File: config.mk
export PLATFORM = sky130hd
export DESIGN_NAME = sig_level_monitor
export DESIGN_NICKNAME = d
export VERILOG_FILES = /design/src/rtl/lvl_pkg.sv /design/src/rtl/lvl_mag.sv /design/src/rtl/lvl_accum.sv /design/src/rtl/lvl_ctrl.sv /design/src/rtl/sig_level_monitor.sv
export SDC_FILE = /design/constraint.sdc
export NUM_CORES = 1
export LEC_CHECK = 0
export BUFFER_PORTS_ARGS = -buffer_cell sky130_fd_sc_hd__buf_2
export CORE_UTILIZATION = 57
export CTS_CLUSTER_SIZE = 8
export DETAILED_ROUTE_END_ITERATION = 10
export GPL_TIMING_DRIVEN = 0
export PLACE_DENSITY = 0.8
export SYNTH_ARGS = -nofsm -noshare
export SYNTH_HDL_FRONTEND = slang
export SYNTH_HIERARCHICAL = 1
export SYNTH_SLANG_ARGS = --single-unit
File: constraint.sdc
create_clock -name clk -period 4.2 [get_ports clk]
set_input_delay 0.42 -clock clk [delete_from_list [all_inputs] [get_ports clk]]
set_output_delay 0.42 -clock clk [all_outputs]
set_load 0.01 [all_outputs]
File: src/rtl/lvl_pkg.sv
package lvl_pkg;

    typedef enum logic [1:0] {
        MODE_SUM  = 2'd0,
        MODE_LEAK = 2'd1,
        MODE_PEAK = 2'd2
    } det_mode_e;

    typedef enum logic [1:0] {
        ST_IDLE   = 2'd0,
        ST_WINDOW = 2'd1,
        ST_STREAM = 2'd2
    } ctl_state_e;

    // number of selectable leak shifts; shift = LEAK_BASE + LEAK_STEP*index
    localparam int LEAK_OPTS = 3;
    localparam int LEAK_BASE = 8;
    localparam int LEAK_STEP = 4;

    typedef struct packed {
        det_mode_e  mode;
        logic [1:0] leak;
        logic       cont;
    } det_cfg_t;

    function automatic det_mode_e decode_mode(input logic [1:0] code);
        unique case (code)
            2'd0:    return MODE_SUM;
            2'd1:    return MODE_LEAK;
            default: return MODE_PEAK;
        endcase
    endfunction

endpackage

File: src/rtl/lvl_mag.sv
module lvl_mag #(
    parameter int SW = 16,
    localparam int MW = SW - 1
) (
    input  logic [SW-1:0] sample_i,
    output logic [MW-1:0] mag_o
);

    logic [SW-1:0] neg_w;

    always_comb begin
        neg_w = ~sample_i + {{(SW-1){1'b0}}, 1'b1};
        if (!sample_i[SW-1]) begin
            mag_o = sample_i[MW-1:0];
        end else if (neg_w[SW-1]) begin
            // only the most negative code negates to itself
            mag_o = {MW{1'b1}};
        end else begin
            mag_o = neg_w[MW-1:0];
        end
    end

endmodule

File: src/rtl/lvl_accum.sv
module lvl_accum
    import lvl_pkg::*;
#(
    parameter int MW = 15,
    parameter int RW = 32
) (
    input  logic          clk,
    input  logic          rst_n,
    input  logic          clear_i,
    input  logic          en_i,
    input  det_mode_e     mode_i,
    input  logic [1:0]    leak_i,
    input  logic [MW-1:0] mag_i,
    output logic [RW-1:0] acc_o,
    output logic [RW-1:0] nxt_o
);

    localparam int FW = RW - MW;

    logic [RW-1:0]        acc_q;
    logic [RW:0]          sum_w;
    logic [RW-1:0]        tgt_w;
    logic [RW-1:0]        pk_w;
    logic signed [RW:0]   diff_w;
    logic signed [RW:0]   step_opt [LEAK_OPTS];
    logic signed [RW:0]   step_sel;

    generate
        for (genvar g = 0; g < LEAK_OPTS; g++) begin : g_leak
            assign step_opt[g] = diff_w >>> (LEAK_BASE + LEAK_STEP * g);
        end
    endgenerate

    always_comb begin
        sum_w  = {1'b0, acc_q} + {{(RW + 1 - MW){1'b0}}, mag_i};
        tgt_w  = {mag_i, {FW{1'b0}}};
        pk_w   = {{FW{1'b0}}, mag_i};
        diff_w = $signed({1'b0, tgt_w}) - $signed({1'b0, acc_q});
        unique case (leak_i)
            2'd0:    step_sel = step_opt[0];
            2'd1:    step_sel = step_opt[1];
            default: step_sel = step_opt[2];
        endcase
        unique case (mode_i)
            MODE_SUM:  nxt_o = sum_w[RW] ? {RW{1'b1}} : sum_w[RW-1:0];
            MODE_LEAK: nxt_o = acc_q + step_sel[RW-1:0];
            MODE_PEAK: nxt_o = (pk_w > acc_q) ? pk_w : acc_q;
            default:   nxt_o = acc_q;
        endcase
    end

    always_ff @(posedge clk or negedge rst_n) begin
        if (!rst_n) begin
            acc_q <= '0;
        end else if (clear_i) begin
            acc_q <= '0;
        end else if (en_i) begin
            acc_q <= nxt_o;
        end
    end

    assign acc_o = acc_q;

endmodule

File: src/rtl/lvl_ctrl.sv
module lvl_ctrl
    import lvl_pkg::*;
#(
    parameter int CW = 16
) (
    input  logic         clk,
    input  logic         rst_n,
    input  logic         start_i,
    input  logic         smp_valid_i,
    input  logic         arm_stream_i,
    input  logic [CW-1:0] limit_i,
    output ctl_state_e   state_o,
    output logic         acc_clear_o,
    output logic         acc_en_o,
    output logic         capture_o,
    output logic         last_o,
    output logic [CW:0]  cnt_o
);

    ctl_state_e  state_q;
    ctl_state_e  state_d;
    logic [CW:0] cnt_q;
    logic [CW:0] final_idx;

    assign final_idx = {1'b0, limit_i} + {{CW{1'b0}}, 1'b1};

    // state register
    always_ff @(posedge clk or negedge rst_n) begin
        if (!rst_n) begin
            state_q <= ST_IDLE;
        end else begin
            state_q <= state_d;
        end
    end

    // next state
    always_comb begin
        state_d = state_q;
        if (start_i) begin
            state_d = arm_stream_i ? ST_STREAM : ST_WINDOW;
        end else begin
            unique case (state_q)
                ST_IDLE:   state_d = ST_IDLE;
                ST_WINDOW: if (last_o) state_d = ST_IDLE;
                ST_STREAM: state_d = ST_STREAM;
                default:   state_d = ST_IDLE;
            endcase
        end
    end

    // outputs
    always_comb begin
        acc_clear_o = start_i;
        acc_en_o    = 1'b0;
        last_o      = 1'b0;
        capture_o   = 1'b0;
        unique case (state_q)
            ST_IDLE: begin
                acc_en_o = 1'b0;
            end
            ST_WINDOW: begin
                acc_en_o  = smp_valid_i && !start_i;
                last_o    = acc_en_o && (cnt_q == final_idx);
                capture_o = last_o;
            end
            ST_STREAM: begin
                acc_en_o  = smp_valid_i && !start_i;
                capture_o = acc_en_o;
            end
            default: begin
                acc_en_o = 1'b0;
            end
        endcase
    end

    always_ff @(posedge clk or negedge rst_n) begin
        if (!rst_n) begin
            cnt_q <= '0;
        end else if (start_i) begin
            cnt_q <= '0;
        end else if (acc_en_o && state_q == ST_WINDOW) begin
            cnt_q <= cnt_q + {{CW{1'b0}}, 1'b1};
        end
    end

    assign state_o = state_q;
    assign cnt_o   = cnt_q;

endmodule

File: src/rtl/sig_level_monitor.sv
module sig_level_monitor
    import lvl_pkg::*;
#(
    parameter int SAMPLE_W = 16,
    parameter int RESULT_W = 32,
    parameter int COUNT_W  = 16
) (
    input  logic                clk,
    input  logic                rst_n,
    input  logic                cfg_we,
    input  logic [1:0]          cfg_mode,
    input  logic [1:0]          cfg_leak,
    input  logic                cfg_cont,
    input  logic [COUNT_W-1:0]  cfg_count,
    input  logic                start,
    input  logic                smp_valid,
    input  logic [SAMPLE_W-1:0] smp_data,
    input  logic                rd_en,
    output logic [RESULT_W-1:0] rd_data,
    output logic                done
);

    localparam int MAG_W = SAMPLE_W - 1;

    det_cfg_t            shd_cfg;
    det_cfg_t            act_cfg;
    logic [COUNT_W-1:0]  shd_count;
    logic [COUNT_W-1:0]  act_count;
    logic [MAG_W-1:0]    mag;
    logic [RESULT_W-1:0] acc_q;
    logic [RESULT_W-1:0] acc_nxt;
    logic [RESULT_W-1:0] result_q;
    logic                done_q;
    logic                arm_stream;
    ctl_state_e          ctl_state;
    logic                acc_clear;
    logic                acc_en;
    logic                capture;
    logic                win_last;
    logic [COUNT_W:0]    ctl_cnt;

    assign arm_stream = shd_cfg.cont && (shd_cfg.mode != MODE_SUM);

    // holding and working configuration
    always_ff @(posedge clk or negedge rst_n) begin
        if (!rst_n) begin
            shd_cfg   <= '{mode: MODE_SUM, leak: 2'd0, cont: 1'b0};
            shd_count <= '0;
            act_cfg   <= '{mode: MODE_SUM, leak: 2'd0, cont: 1'b0};
            act_count <= '0;
        end else begin
            if (cfg_we) begin
                shd_cfg   <= '{mode: decode_mode(cfg_mode), leak: cfg_leak, cont: cfg_cont};
                shd_count <= cfg_count;
            end
            if (start) begin
                act_cfg   <= shd_cfg;
                act_count <= shd_count;
            end
        end
    end

    lvl_mag #(
        .SW(SAMPLE_W)
    ) mag_i (
        .sample_i(smp_data),
        .mag_o   (mag)
    );

    lvl_ctrl #(
        .CW(COUNT_W)
    ) ctrl_i (
        .clk         (clk),
        .rst_n       (rst_n),
        .start_i     (start),
        .smp_valid_i (smp_valid),
        .arm_stream_i(arm_stream),
        .limit_i     (act_count),
        .state_o     (ctl_state),
        .acc_clear_o (acc_clear),
        .acc_en_o    (acc_en),
        .capture_o   (capture),
        .last_o      (win_last),
        .cnt_o       (ctl_cnt)
    );

    lvl_accum #(
        .MW(MAG_W),
        .RW(RESULT_W)
    ) accum_i (
        .clk    (clk),
        .rst_n  (rst_n),
        .clear_i(acc_clear),
        .en_i   (acc_en),
        .mode_i (act_cfg.mode),
        .leak_i (act_cfg.leak),
        .mag_i  (mag),
        .acc_o  (acc_q),
        .nxt_o  (acc_nxt)
    );

    always_ff @(posedge clk or negedge rst_n) begin
        if (!rst_n) begin
            result_q <= '0;
            done_q   <= 1'b0;
        end else begin
            if (capture) begin
                result_q <= acc_nxt;
            end
            if (win_last) begin
                done_q <= 1'b1;
            end else if (rd_en || start) begin
                done_q <= 1'b0;
            end
        end
    end

    assign rd_data = result_q;
    assign done    = done_q;

endmodule

==> key figures <==
GRT
  – Total track usage: 41.3%
  – Vias in the first global route: around 12,000
  – First-pass GRT wire length: 68.6 mm
  – Initial antenna violation count: 1
  – Largest net degree at the start of global routing: 98
  – Total gr overflow: 0

CTS
  – Clock sinks: 125
  – Number of CTS-inserted buffers: 17
  – Clk buf depth: 2
  – CTS root buf: clkbuf_16
  – CTS tree: yes
  – Clk slew on worst S/H paths: roughly 60 ps
  – H-tree depth: 4
  – Clk_lat worst skew: 430 ps

STA
  – Setup WS post-layout: -1590 ps
  – Relative slew slack: between 20% and 30%
  – Fmax: 173 MHz
  – RSZ-0062 raised after global routing: true
  – Final hold vios: 0
  – Least-Margin Pin Slew: 1130 ps
  – Setup Skew: 16.6 ps
  – Period utilization: 138%
  – Max Slew Vio Count: 0
  – Final min period: 5790 ps
  – Setup violations, final: 64

Critical path
  – Startpoint type of the worst setup path: input pin
  – Crit path buf inv count: 3
  – Crit path largest cell delay: 540 ps
  – CP Class: input pin to flip-flop
  – Worst endpoint required time: 4510 ps
  – Crit-path slowest cell: or4_4
  – Worst r2r path cells: 22
  – Crit path arrival time: 6090 ps
  – Critical R2R Capture: rd_data[24]$_DFFE_PN0P_
  – R2R Path Start: accum_i/acc_o[5]$_DFFE_PN0P_
  – Worst Path Max Fanout: 6
  – Flop2flop setup slack: -1380 ps
  – CP Capture Type: flip-flop
  – Crit path max-delay family: compound AO/OA/AOI/OAI gates

Finish
  – Commonest non-fill, non-tap cell in the layout: dfrtp_1
  – Commonest non-fill, non-tap cells in the layout: dfrtp_1 (125), nand2_1 (116), nor2_1 (107)
  – Final core utilization: 78.3%
  – Fraction of layout cells with a size suffix above 1: 35.2%
  – Nets: approximately 1,700
  – P&R area growth vs syn: 33.4%

Job
  – Maxcap violations: 0

Floorplanning
  – Initial Util: 58.7%
  – Die W: around 150 microns
  – Top Ports: 76
  – Die area: 21,600 sq um
  – Rows: 52
  – Core area: 20,400 sq um
  – Die height: 147 microns

Pwr
  – Switch share: 44.4%
  – Power per cell area: between 400 and 500 nW/um^2
  – NetSw: 3220 uW
  – Gate power share: slightly below 60%
  – VDD IR max: 394 uV
  – Tot Pwr: 7260 uW
  – Flop pwr share: between 20 and 25%
  – Internal power: slightly above 4000 uW
  – Leakage: 0.00687 uW
  – Clock power frac: about a fifth

Status
  – Status: finished with violations
  – Failing checks: negative setup slack

Synth
  – Post-Synthesis Cell Area: 12,000 sq um
  – Most common flop cell mapped by yosys: dfrtp_1
  – Post-synthesis cell type count: 102
  – Synth Net Count: around 1,500
  – Syn Area/Cell: 8.49 sq um
  – Register area share after synthesis: roughly a quarter
  – YS warnings: 6
  – Gate Count Post-Synth: 1,413
  – Flops & latches, synth: 125
  – Post-synth EDFFs: 0
  – Async S/R FF share, synth: 100%

Detailed routing
  – DRC viols: 0
  – Vias per cell: 6.81
  – Antenna viol nets, final: 0
  – Post-Route WL: between 40 and 50 mm
  – Drt first-iter violations: 1,614
  – Vias: 12,800
  – First-pass iteration count of the detailed router: 6
  – Drt wl/cell: 25.1 microns

Place
  – Post-DP HPWL: 31.7 mm
  – Routability cong.: roughly 1.0
  – Port bufs: 73

Worst hold path
  – WHS Endpoint: shd_count[11]$_DFFE_PN0P_
  – Hold Startpoint: cfg_count[11]
  – Worst hold stages: 2
  – Hold Path Class: input pin to flip-flop
[worst register-to-register path, stage by stage, from the launching register on]
cell and delay [ps]:
dfrtp_1 500, nor4_4 540, nand2_1 230, nor4_4 320
nand2_1 150, nor2_1 140, xnor2_1 110, nand2_1 80
o21ai_0 90, mux2i_1 450, inv_1 130, fa_1 440
nor2b_1 170, o211ai_1 150, a21oi_2 170, buf_6 150
o21ai_4 90, o311ai_4 470, a41oi_2 220, xnor2_2 210
a21o_1 190, a22o_1 220, mux2_4 260
[registers in the layout (all words and copies together), names as in the netlist]
name	cells
done	1
act_count	16
shd_count	16
ctrl_i/cnt_o	17
rd_data	32
shd_cfg	5
accum_i/acc_o	32
act_cfg	4
ctrl_i/state_o	2
[power by group through the flow]
stage | Combinational (uW) | Clock, uW | Sequential [uW]
after floorplan | 2040 | 0 | 1610
after global placement | 2900 | 0 | 1590
after detailed placement | 2950 | 0 | 1600
after CTS | 3520 | 1470 | 1590
after global routing | 4390 | 1510 | 1620
final | 4190 | 1470 | 1600
[cell families (layout without fill, tap and decap cells)]
family                   after synthesis  count (layout)  share of synthesized area [%]
multiplexers                          95              95                           9.69
AND/OR/NAND/NOR                      465             465                           20.2
adder cells (fa/ha/maj)               85              85                           8.99
buffers and inverters                145             345                           5.41
AO/OA/AOI/OAI                        401             401                           22.5
flip-flops                           125             125                           26.1
XOR/XNOR                              97              97                           7.08
other                                  0               1                              0
[worst max-delay path by stage]
| stage | depth (start not counted) | end | from | slack (ps) |
|---|---|---|---|---|
| floorplan | 26 | rd_data[24]$_DFFE_PN0P_ | smp_data[7] | -1100 |
| global placement | 25 | rd_data[16]$_DFFE_PN0P_ | smp_data[7] | -2410 |
| detailed placement | 25 | rd_data[16]$_DFFE_PN0P_ | smp_data[7] | -2470 |
| CTS | 26 | rd_data[24]$_DFFE_PN0P_ | smp_data[0] | -1200 |
| global route | 26 | rd_data[30]$_DFFE_PN0P_ | smp_data[10] | -1740 |
| finish | 26 | rd_data[24]$_DFFE_PN0P_ | smp_data[10] | -1590 |
[metrics by stage]
step                      cells  cell area, sq um  hold WS (ps)  setup WS, ps  TNS, ps
after detailed placement   1757             13000           316         -2470  -113860
after floorplan            1413             12300           124         -1100   -37730
after global routing       1883             16000           227         -1740   -70350
final                      1884             16000           222         -1590   -63040
after CTS                  1843             15000           214         -1200   -46940
after global placement     1756             13000           456         -2410  -110100
[per-layer routing]
layer	wire, microns	track usage (%)	up-vias
li1	-	-	5538
met1	18000	53.8	6165
met2	21400	64.5	864
met3	5000	10.2	258
met4	2770	19.6	0
met5	0	0	-
[Yosys cell counts, types with 6 or more instances]
library cell  instances  area (sq um)
mux2i_1              19           190
o21a_1               18           135
nor3_1               33           165
o21ai_0              71           355
a211oi_1             18           135
inv_1                72           270
nor4_1               18           113
nor2b_1              18           113
mux2_2               45           507
ha_1                 83          1040
mux2_4               31           465
nand2_1             134           503
xor2_1               44           385
clkbuf_1             49           184
a311oi_1              6          52.6
nor2_1              116           435
o31ai_1              12          90.1
dfrtp_1             125          3130
o41ai_1               6          52.6
or2_2                 6          37.5
nand2b_1             15          93.8
and3_1               10          62.6
nor3b_1               7          52.6
o21bai_1              9          67.6
or3_1                10          62.6
buf_2                 8          40.0
xnor2_1              53           464
and2_1                6          37.5
o211ai_1             19           143
a21oi_1             112           561
a31oi_1               9          56.3
nand4_1              30           188
buf_4                 6          45.0
a21o_1               42           315
nand3_1              20           100
[layout make-up]
cell class	count	area [sq um]
multi-input cells	1143	10000
fillers	1344	4430
flip-flops and latches	125	3130
repair buffers	174	1260
clock buffers	18	429
plain buffers	66	422
well taps	270	338
inverters	73	279
clock inverters	14	145
diodes	1	2.50
[what timing repair did]
item                                   in CTS  in global routing
endpoints found under the hold margin      28                  0
hold buffers                                1                  0
setup endpoints to repair                  64                 64
pin swaps                                 108                 98
resized for setup                         193                129
setup buffers                              56                 45
(Power assumes the default switching activity.)
